### config.mk
export PLATFORM = sky130hd
export DESIGN_NAME = nco_phase_core
export DESIGN_NICKNAME = d
export VERILOG_FILES = /design/src/rtl/nco_pkg.sv /design/src/rtl/nco_tune_buffer.sv /design/src/rtl/nco_tune_active.sv /design/src/rtl/nco_accum.sv /design/src/rtl/nco_phase_trunc.sv /design/src/rtl/nco_phase_core.sv
export SDC_FILE = /design/constraint.sdc
export NUM_CORES = 1
export LEC_CHECK = 0
export ABC_CLOCK_PERIOD_IN_PS = 4019
export BUFFER_PORTS_ARGS = -buffer_cell sky130_fd_sc_hd__buf_2
export CAP_MARGIN = 20
export CORE_ASPECT_RATIO = 0.9
export CORE_MARGIN = 1.5
export CORE_UTILIZATION = 50
export DETAILED_ROUTE_END_ITERATION = 6
export PLACE_DENSITY = 0.82
export SKIP_LAST_GASP = 1
export SLEW_MARGIN = 20
export SYNTH_ARGS = -nofsm -noshare
export SYNTH_HDL_FRONTEND = slang
export SYNTH_SLANG_ARGS = --single-unit
### constraint.sdc
create_clock -name clk -period 4.02 [get_ports clk]
set_input_delay 0.804 -clock clk [delete_from_list [all_inputs] [get_ports clk]]
set_output_delay 0.804 -clock clk [all_outputs]
set_load 0.1 [all_outputs]
### src/rtl/nco_pkg.sv
package nco_pkg;

   localparam int unsigned LANE_W = 8;

   // Lanes needed to hold a word of the given width
   function automatic int unsigned lane_count(input int unsigned width);
      return (width + LANE_W - 1) / LANE_W;
   endfunction

   // Index width for a lane count (at least one bit)
   function automatic int unsigned idx_width(input int unsigned lanes);
      return (lanes > 1) ? $clog2(lanes) : 1;
   endfunction

endpackage

### src/rtl/nco_tune_buffer.sv
module nco_tune_buffer
   import nco_pkg::*;
#(
   parameter int unsigned ACC_W = 32,
   localparam int unsigned NLANES = lane_count(ACC_W),
   localparam int unsigned IDX_W  = idx_width(NLANES)
) (
   input  logic             clk,
   input  logic             rst,
   input  logic             ser_en,
   input  logic             ser_bit,
   input  logic             byte_we,
   input  logic [IDX_W-1:0] byte_idx,
   input  logic [7:0]       byte_data,
   output logic [ACC_W-1:0] buf_q
);

   logic [ACC_W-1:0] buf_d;

   always_comb begin
      buf_d = buf_q;
      if (ser_en) begin
         buf_d = {buf_q[ACC_W-2:0], ser_bit};
      end else if (byte_we) begin
         for (int b = 0; b < int'(NLANES); b++) begin
            if (byte_idx == IDX_W'(b)) begin
               buf_d[b*LANE_W +: LANE_W] = byte_data;
            end
         end
      end
   end

   always_ff @(posedge clk) begin
      if (rst) buf_q <= '0;
      else     buf_q <= buf_d;
   end

endmodule

### src/rtl/nco_tune_active.sv
module nco_tune_active #(
   parameter int unsigned ACC_W = 32
) (
   input  logic             clk,
   input  logic             rst,
   input  logic             commit,
   input  logic [ACC_W-1:0] buf_q,
   output logic [ACC_W-1:0] step_q
);

   always_ff @(posedge clk) begin
      if (rst)         step_q <= '0;
      else if (commit) step_q <= buf_q;
   end

endmodule

### src/rtl/nco_accum.sv
module nco_accum #(
   parameter int unsigned ACC_W = 32
) (
   input  logic             clk,
   input  logic             rst,
   input  logic [ACC_W-1:0] step_q,
   output logic [ACC_W-1:0] acc_q,
   output logic             carry_q
);

   logic [ACC_W:0] sum_w;

   assign sum_w = {1'b0, acc_q} + {1'b0, step_q};

   always_ff @(posedge clk) begin
      if (rst) begin
         acc_q   <= '0;
         carry_q <= 1'b0;
      end else begin
         acc_q   <= sum_w[ACC_W-1:0];
         carry_q <= sum_w[ACC_W];
      end
   end

endmodule

### src/rtl/nco_phase_trunc.sv
module nco_phase_trunc #(
   parameter int unsigned ACC_W      = 32,
   parameter int unsigned PHASE_W    = 14,
   parameter bit          HAS_OFFSET = 1'b1
) (
   input  logic [ACC_W-1:0]   acc_q,
   input  logic [ACC_W-1:0]   phase_off,
   output logic [PHASE_W-1:0] phase_out
);

   logic [ACC_W-1:0] shifted;

   generate
      if (HAS_OFFSET) begin : g_off
         assign shifted = acc_q + phase_off;
      end else begin : g_nooff
         logic unused_off;
         assign unused_off = ^phase_off;
         assign shifted = acc_q;
      end

      if (PHASE_W == ACC_W) begin : g_full
         assign phase_out = shifted;
      end else begin : g_cut
         logic unused_low;
         assign unused_low = ^shifted[ACC_W-PHASE_W-1:0];
         assign phase_out  = shifted[ACC_W-1 -: PHASE_W];
      end
   endgenerate

endmodule

### src/rtl/nco_phase_core.sv
module nco_phase_core
   import nco_pkg::*;
#(
   parameter int unsigned ACC_W      = 32,
   parameter int unsigned PHASE_W    = 14,
   parameter bit          HAS_OFFSET = 1'b1,
   localparam int unsigned NLANES    = lane_count(ACC_W),
   localparam int unsigned IDX_W     = idx_width(NLANES)
) (
   input  logic               clk,
   input  logic               rst,
   input  logic               ser_en,
   input  logic               ser_bit,
   input  logic               byte_we,
   input  logic [IDX_W-1:0]   byte_idx,
   input  logic [7:0]         byte_data,
   input  logic               commit,
   input  logic [ACC_W-1:0]   phase_off,
   output logic [ACC_W-1:0]   acc_out,
   output logic [PHASE_W-1:0] phase_out,
   output logic               wrap
);

   generate
      if (ACC_W < 24 || ACC_W > 48) begin : g_bad_acc
         $error("ACC_W must lie between 24 and 48");
      end
      if (ACC_W % LANE_W != 0) begin : g_bad_lane
         $error("ACC_W must be a whole number of bytes");
      end
      if (PHASE_W < 1 || PHASE_W > ACC_W) begin : g_bad_phase
         $error("PHASE_W must be between 1 and ACC_W");
      end
   endgenerate

   logic [ACC_W-1:0] tune_buf;
   logic [ACC_W-1:0] tune_active;

   nco_tune_buffer #(.ACC_W(ACC_W)) u_buf (
      .clk       (clk),
      .rst       (rst),
      .ser_en    (ser_en),
      .ser_bit   (ser_bit),
      .byte_we   (byte_we),
      .byte_idx  (byte_idx),
      .byte_data (byte_data),
      .buf_q     (tune_buf)
   );

   nco_tune_active #(.ACC_W(ACC_W)) u_act (
      .clk    (clk),
      .rst    (rst),
      .commit (commit),
      .buf_q  (tune_buf),
      .step_q (tune_active)
   );

   nco_accum #(.ACC_W(ACC_W)) u_acc (
      .clk     (clk),
      .rst     (rst),
      .step_q  (tune_active),
      .acc_q   (acc_out),
      .carry_q (wrap)
   );

   nco_phase_trunc #(
      .ACC_W      (ACC_W),
      .PHASE_W    (PHASE_W),
      .HAS_OFFSET (HAS_OFFSET)
   ) u_trunc (
      .acc_q     (acc_out),
      .phase_off (phase_off),
      .phase_out (phase_out)
   );

endmodule

# Yosys cells after proc, flatten, opt, wreduce, memory -nomap -nowiden
# Cells that the tools add are included.
[totals]
reg_bits = 97
in_bits = 48
output_inout_bits = 47
word_cells = 28
[classes]
addsub = 2
eq_ne = 3
mux = 6
reduce_logical = 10
[ops]
columns = ["cell", "n"]
rows = [
  ["32-bit two-way mux", 2],
  ["32-bit by 32-bit adder with 33-bit output", 1],
  ["32-bit adder", 1],
  ["8-bit two-way mux", 4],
  ["2-bit nonzero test", 5],
  ["2-bit AND reduction", 4],
  ["2-bit == test, second input constant", 2],
  ["2-bit by 1-bit == test with 1-bit output, second input constant", 1],
  ["2-bit zero test", 1],
]

# Longest topological paths before layout
[depth]
depth_word = 4
depth_mapped = 10
mapped_depth_nobuf = 10

# By module
# A second synthesis with hierarchy kept.
[unflattened]
hier_cells = 769
hier_area_um2 = 6607.6
[modules_own_cells]
columns = ["module", "instances", "cells_per_inst", "area_each_um2", "seq_area_each_um2"]
rows = [
  ["nco_accum", 1, 327, 2641.3, 660.6],
  ["nco_tune_buffer", 1, 172, 1595.3, 640.6],
  ["nco_phase_trunc", 1, 167, 1207.4, 0.0],
  ["nco_tune_active", 1, 103, 1163.6, 640.6],
]

# Worst setup path after synthesis
# OpenSTA, ideal clock, no wires.
[synth_path]
path_kind = "register to output"
start = "register u_acc.acc_q[17]"
end = "output port phase_out[12]"
t_arrival_ns = 4.159
required_time_ns = 3.216
slack_ns = -0.943
path_stages_with_launch = 10
n_path_buf = 0
path_cell_list = "dfxtp_1 ha_1 and4_1 nand4_1 a211o_1 o211ai_1 a211oi_2 o21ai_1 a41oi_1 xnor2_1"
[synth_between]
elab_chain_len = 1
[synth_lines]
columns = ["item", "line", "text"]
rows = [
  ["from (decl)", "nco_accum.sv:7", "output logic [ACC_W-1:0] acc_q,"],
  ["from (signal assigned)", "nco_accum.sv:20", "acc_q <= sum_w[ACC_W-1:0];"],
  ["32-bit adder", "nco_phase_trunc.sv:15", "assign shifted = acc_q + phase_off;"],
  ["to (decl)", "nco_phase_core.sv:20", "output logic [PHASE_W-1:0] phase_out,"],
]
# Every way passes these cells.

# Worst setup path in the final report
[layout_path]
start = "input port phase_off[8]"
end = "output port phase_out[7]"
[layout_between]
elab_chain_len = 1
[layout_lines]
columns = ["item", "line", "text"]
rows = [
  ["from (decl)", "nco_phase_core.sv:18", "input logic [ACC_W-1:0] phase_off,"],
  ["32-bit adder", "nco_phase_trunc.sv:15", ""],
]
# Every way passes these cells.

==> impl_metrics.json <==
{
  "stdcell_area_um2": 7530,
  "grt_pass1_vias": 5381,
  "hold_end": "u_act.step_q[0]$_SDFFE_PP0P_",
  "numCtsBuffers": 9,
  "hp-start": "u_act.step_q[0]$_SDFFE_PP0P_",
  "irDropWorstVdd_uv": 268,
  "synth_nets": 805,
  "io_buffers": 94,
  "cts_tree": "done",
  "synthTopCellsByArea": "dfxtp_1 32%, ha_1 13%, mux2i_1 6.7%",
  "antenna_found_initial": 0,
  "min_period_ps": 4130,
  "r2r_slack_ps": 760,
  "critPathKind": "in2out",
  "syn-cell-area_um2": 6010,
  "final_max_slew_viol_count": 0,
  "r2r_start": "u_acc.acc_q[0]$_SDFF_PP0_",
  "synthCells": 694,
  "finalSetupViolCount": 7,
  "crit_fanout": 3,
  "clock-sinks": 97,
  "htree_levels": 3,
  "final_layout_size_suffix_gt1_share_pct": 23.4,
  "syn_to_final_growth_pct": 25.3,
  "worst_slew_pin_slew_ps": 928,
  "wire_per_inst_um": 16.6,
  "coreArea_um2": 11600,
  "worstPathArrival_ps": 3330,
  "synth_top_family_by_area": "compound AO/OA/AOI/OAI gates",
  "cap_violations": 0,
  "r2r_cells": 10,
  "avgSynthCellArea_um2": 8.66,
  "synth_edf_count": 0,
  "drc": 0,
  "num_antenna_cells": 0,
  "first_iter_violations": 447,
  "groute.usage.overall_pct": 25.0,
  "place_area_um2": 7080,
  "status": "finished with violations",
  "grt_max_degree": 47,
  "fill_cells": 964,
  "dp_hpwl_um": 11900,
  "yosysWarnings": 0,
  "synth-seq-cells": 97,
  "clock_latency_ps": 350,
  "vias_per_cell": 5.92,
  "synth_seq_area_share_pct": 32.3,
  "end_kind": "output pin",
  "via_count": 5623,
  "dieArea_um2": 12700,
  "clkTransAtPathRegs_ps": 60,
  "ios": 95,
  "ant_nets": 0,
  "first_pass_iters": 5,
  "max_freq_mhz": 242,
  "synth_top_area_share_pct": 32.3,
  "overflow": 0,
  "synth_cell_types": 67,
  "synthAdderAreaFrac_pct": 13.2,
  "ctsLongestPathBuffers": 2,
  "die_x_um": 119,
  "powerDensity_nw_per_um2": 361,
  "fin_crit_sh_pct": 103,
  "synth-xor-area-share_pct": 3.79,
  "yosys.area.top_type": "dfxtp_1",
  "synth_mux_area_share_pct": 7.97,
  "finalWorstSetupSlack_ps": -111,
  "violations": "negative setup slack",
  "die_h_um": 107,
  "setup.worst_path.start_class": "input port",
  "finalSetupTns_ps": -545,
  "cts-root-buf": "clkbuf_16",
  "fin_skew_ps": 6.80,
  "r2r_end": "u_acc.acc_q[28]$_SDFF_PP0_",
  "ys.flop_type": "dfxtp_1",
  "grt_first_pass_wirelength_um": 25600,
  "utilization_pct": 65.1,
  "fin_nets": 901,
  "rows": 37,
  "hold_path_depth": 2,
  "synth-simple-area-share_pct": 16.8,
  "async_reset_ff_share_pct": 0,
  "leakagePower_nw": 3.53,
  "relSlewSlack_pct": 38.2,
  "synth_compound_area_share_pct": 23.5,
  "hold_viol": 0,
  "cts_hold_buf": 0,
  "finalWeightedCongestion": 0.866,
  "hold_path_class": "reg2reg",
  "start_util_pct": 51.9,
  "required_ps": 3220,
  "drt-total-wl_um": 15800,
  "rsz0062_at_grt": "true"
}
-- power breakdown --
part | leakage (nW) | switching, W | internal (W)
Combinational | 2.60 | 0.000573 | 0.000297
Clock | 0.136 | 0.000369 | 0.000434
Sequential | 0.794 | 0.0000397 | 0.00101
-- cells by family (layout without fill, tap and decap cells) --
family	Yosys count	in the layout
fa+ha+maj	63	63
compound gates	204	204
flops	97	97
xor+xnor	26	26
buf+inv	39	139
simple gates	218	218
mux	47	47
-- cells in the mapped netlist, types with 11 or more instances --
library cell and count:
inv_1 11, nor3_1 16, a21o_1 33, clkbuf_1 18, o21ai_0 15, ha_1 62, a21oi_1 67, a22oi_1 24
nor2_1 97, nand2_1 44, xnor2_1 14, dfxtp_1 97, mux2i_1 40, xor2_1 12
-- worst max-delay path: stages --
cell and delay (ps):
buf_2 100, ha_1 290, and4_1 190, o21ai_0 140
a211o_1 310, o211ai_1 260, a211oi_2 140, buf_4 180
buf_4 140, o221ai_4 160, a21oi_2 90, buf_4 160
xnor2_4 150, buf_12 190
-- per-layer routing --
metal | part of all wire, % | GRT usage, % | vias to the layer above
li1 | - | - | 2752
met1 | 45 | 33.1 | 2683
met2 | 47 | 41.3 | 164
met3 | 6.0 | 5.16 | 24
met4 | 1.9 | 7.66 | 0
met5 | 0 | 0 | -
-- layout make-up --
| type | instances | area (µm²) | area share (%) |
|---|---|---|---|
| Tap cell | 156 | 195 | 2.59 |
| Clock buffer | 11 | 243 | 3.22 |
| Sequential cell | 97 | 1960 | 26.0 |
| Inverter | 11 | 41.3 | 0.548 |
| Clock inverter | 4 | 27.5 | 0.365 |
| Multi-Input combinational cell | 558 | 4230 | 56.2 |
| Timing Repair Buffer | 113 | 840 | 11.1 |
-- per-stage QoR --
stage          hold slack (ps)  setup WS [ps]  power, W  cells
2_1_floorplan              465           -295   0.00167    694
3_3_place_gp               490           -245   0.00189    931
4_1_cts                    513           -109   0.00272    948
5_1_grt                    536           -221   0.00282    950
6_report                   509           -111   0.00272    950
3_5_place_dp               498           -291   0.00191    931
-- worst max path at each step --
stage                        from             to  slack [ps]  cells after the start
floorplan           phase_off[17]  phase_out[12]        -300                      9
global placement     phase_off[5]  phase_out[11]        -250                     12
detailed placement   phase_off[5]   phase_out[9]        -290                     11
CTS                  phase_off[6]  phase_out[13]        -110                     12
global route         phase_off[6]   phase_out[8]        -220                     12
finish               phase_off[8]   phase_out[7]        -110                     14
-- sequential cells by signal, indices dropped and copies added, names as in the netlist --
register,count
u_buf.buf_q,32
u_act.step_q,32
u_acc.acc_q,32
u_acc.carry_q,1
-- layout by cell type, fill, tap and decap left out, types with 7 or more instances in the layout --
cell and count:
a21o_1 33, a21oi_1 65, a22oi_1 24, a31oi_1 8
buf_12 14, buf_2 78, buf_4 18, clkbuf_16 9
dfxtp_1 86, dfxtp_2 11, ha_1 59, inv_1 11
mux2i_1 40, nand2_1 44, nand3_1 9, nand4_1 10
nor2_1 94, nor2b_1 9, nor3_1 16, o21a_1 7
o21ai_0 15, xor2_1 9
-- what timing repair did --
item | in CTS | in global routing
pin swaps | 13 | 13
endpoints found under the setup margin | 11 | 11
setup buffers | 3 | 2
resized for setup | 13 | 8
No activity file was read; power rests on OpenSTA's default activity.
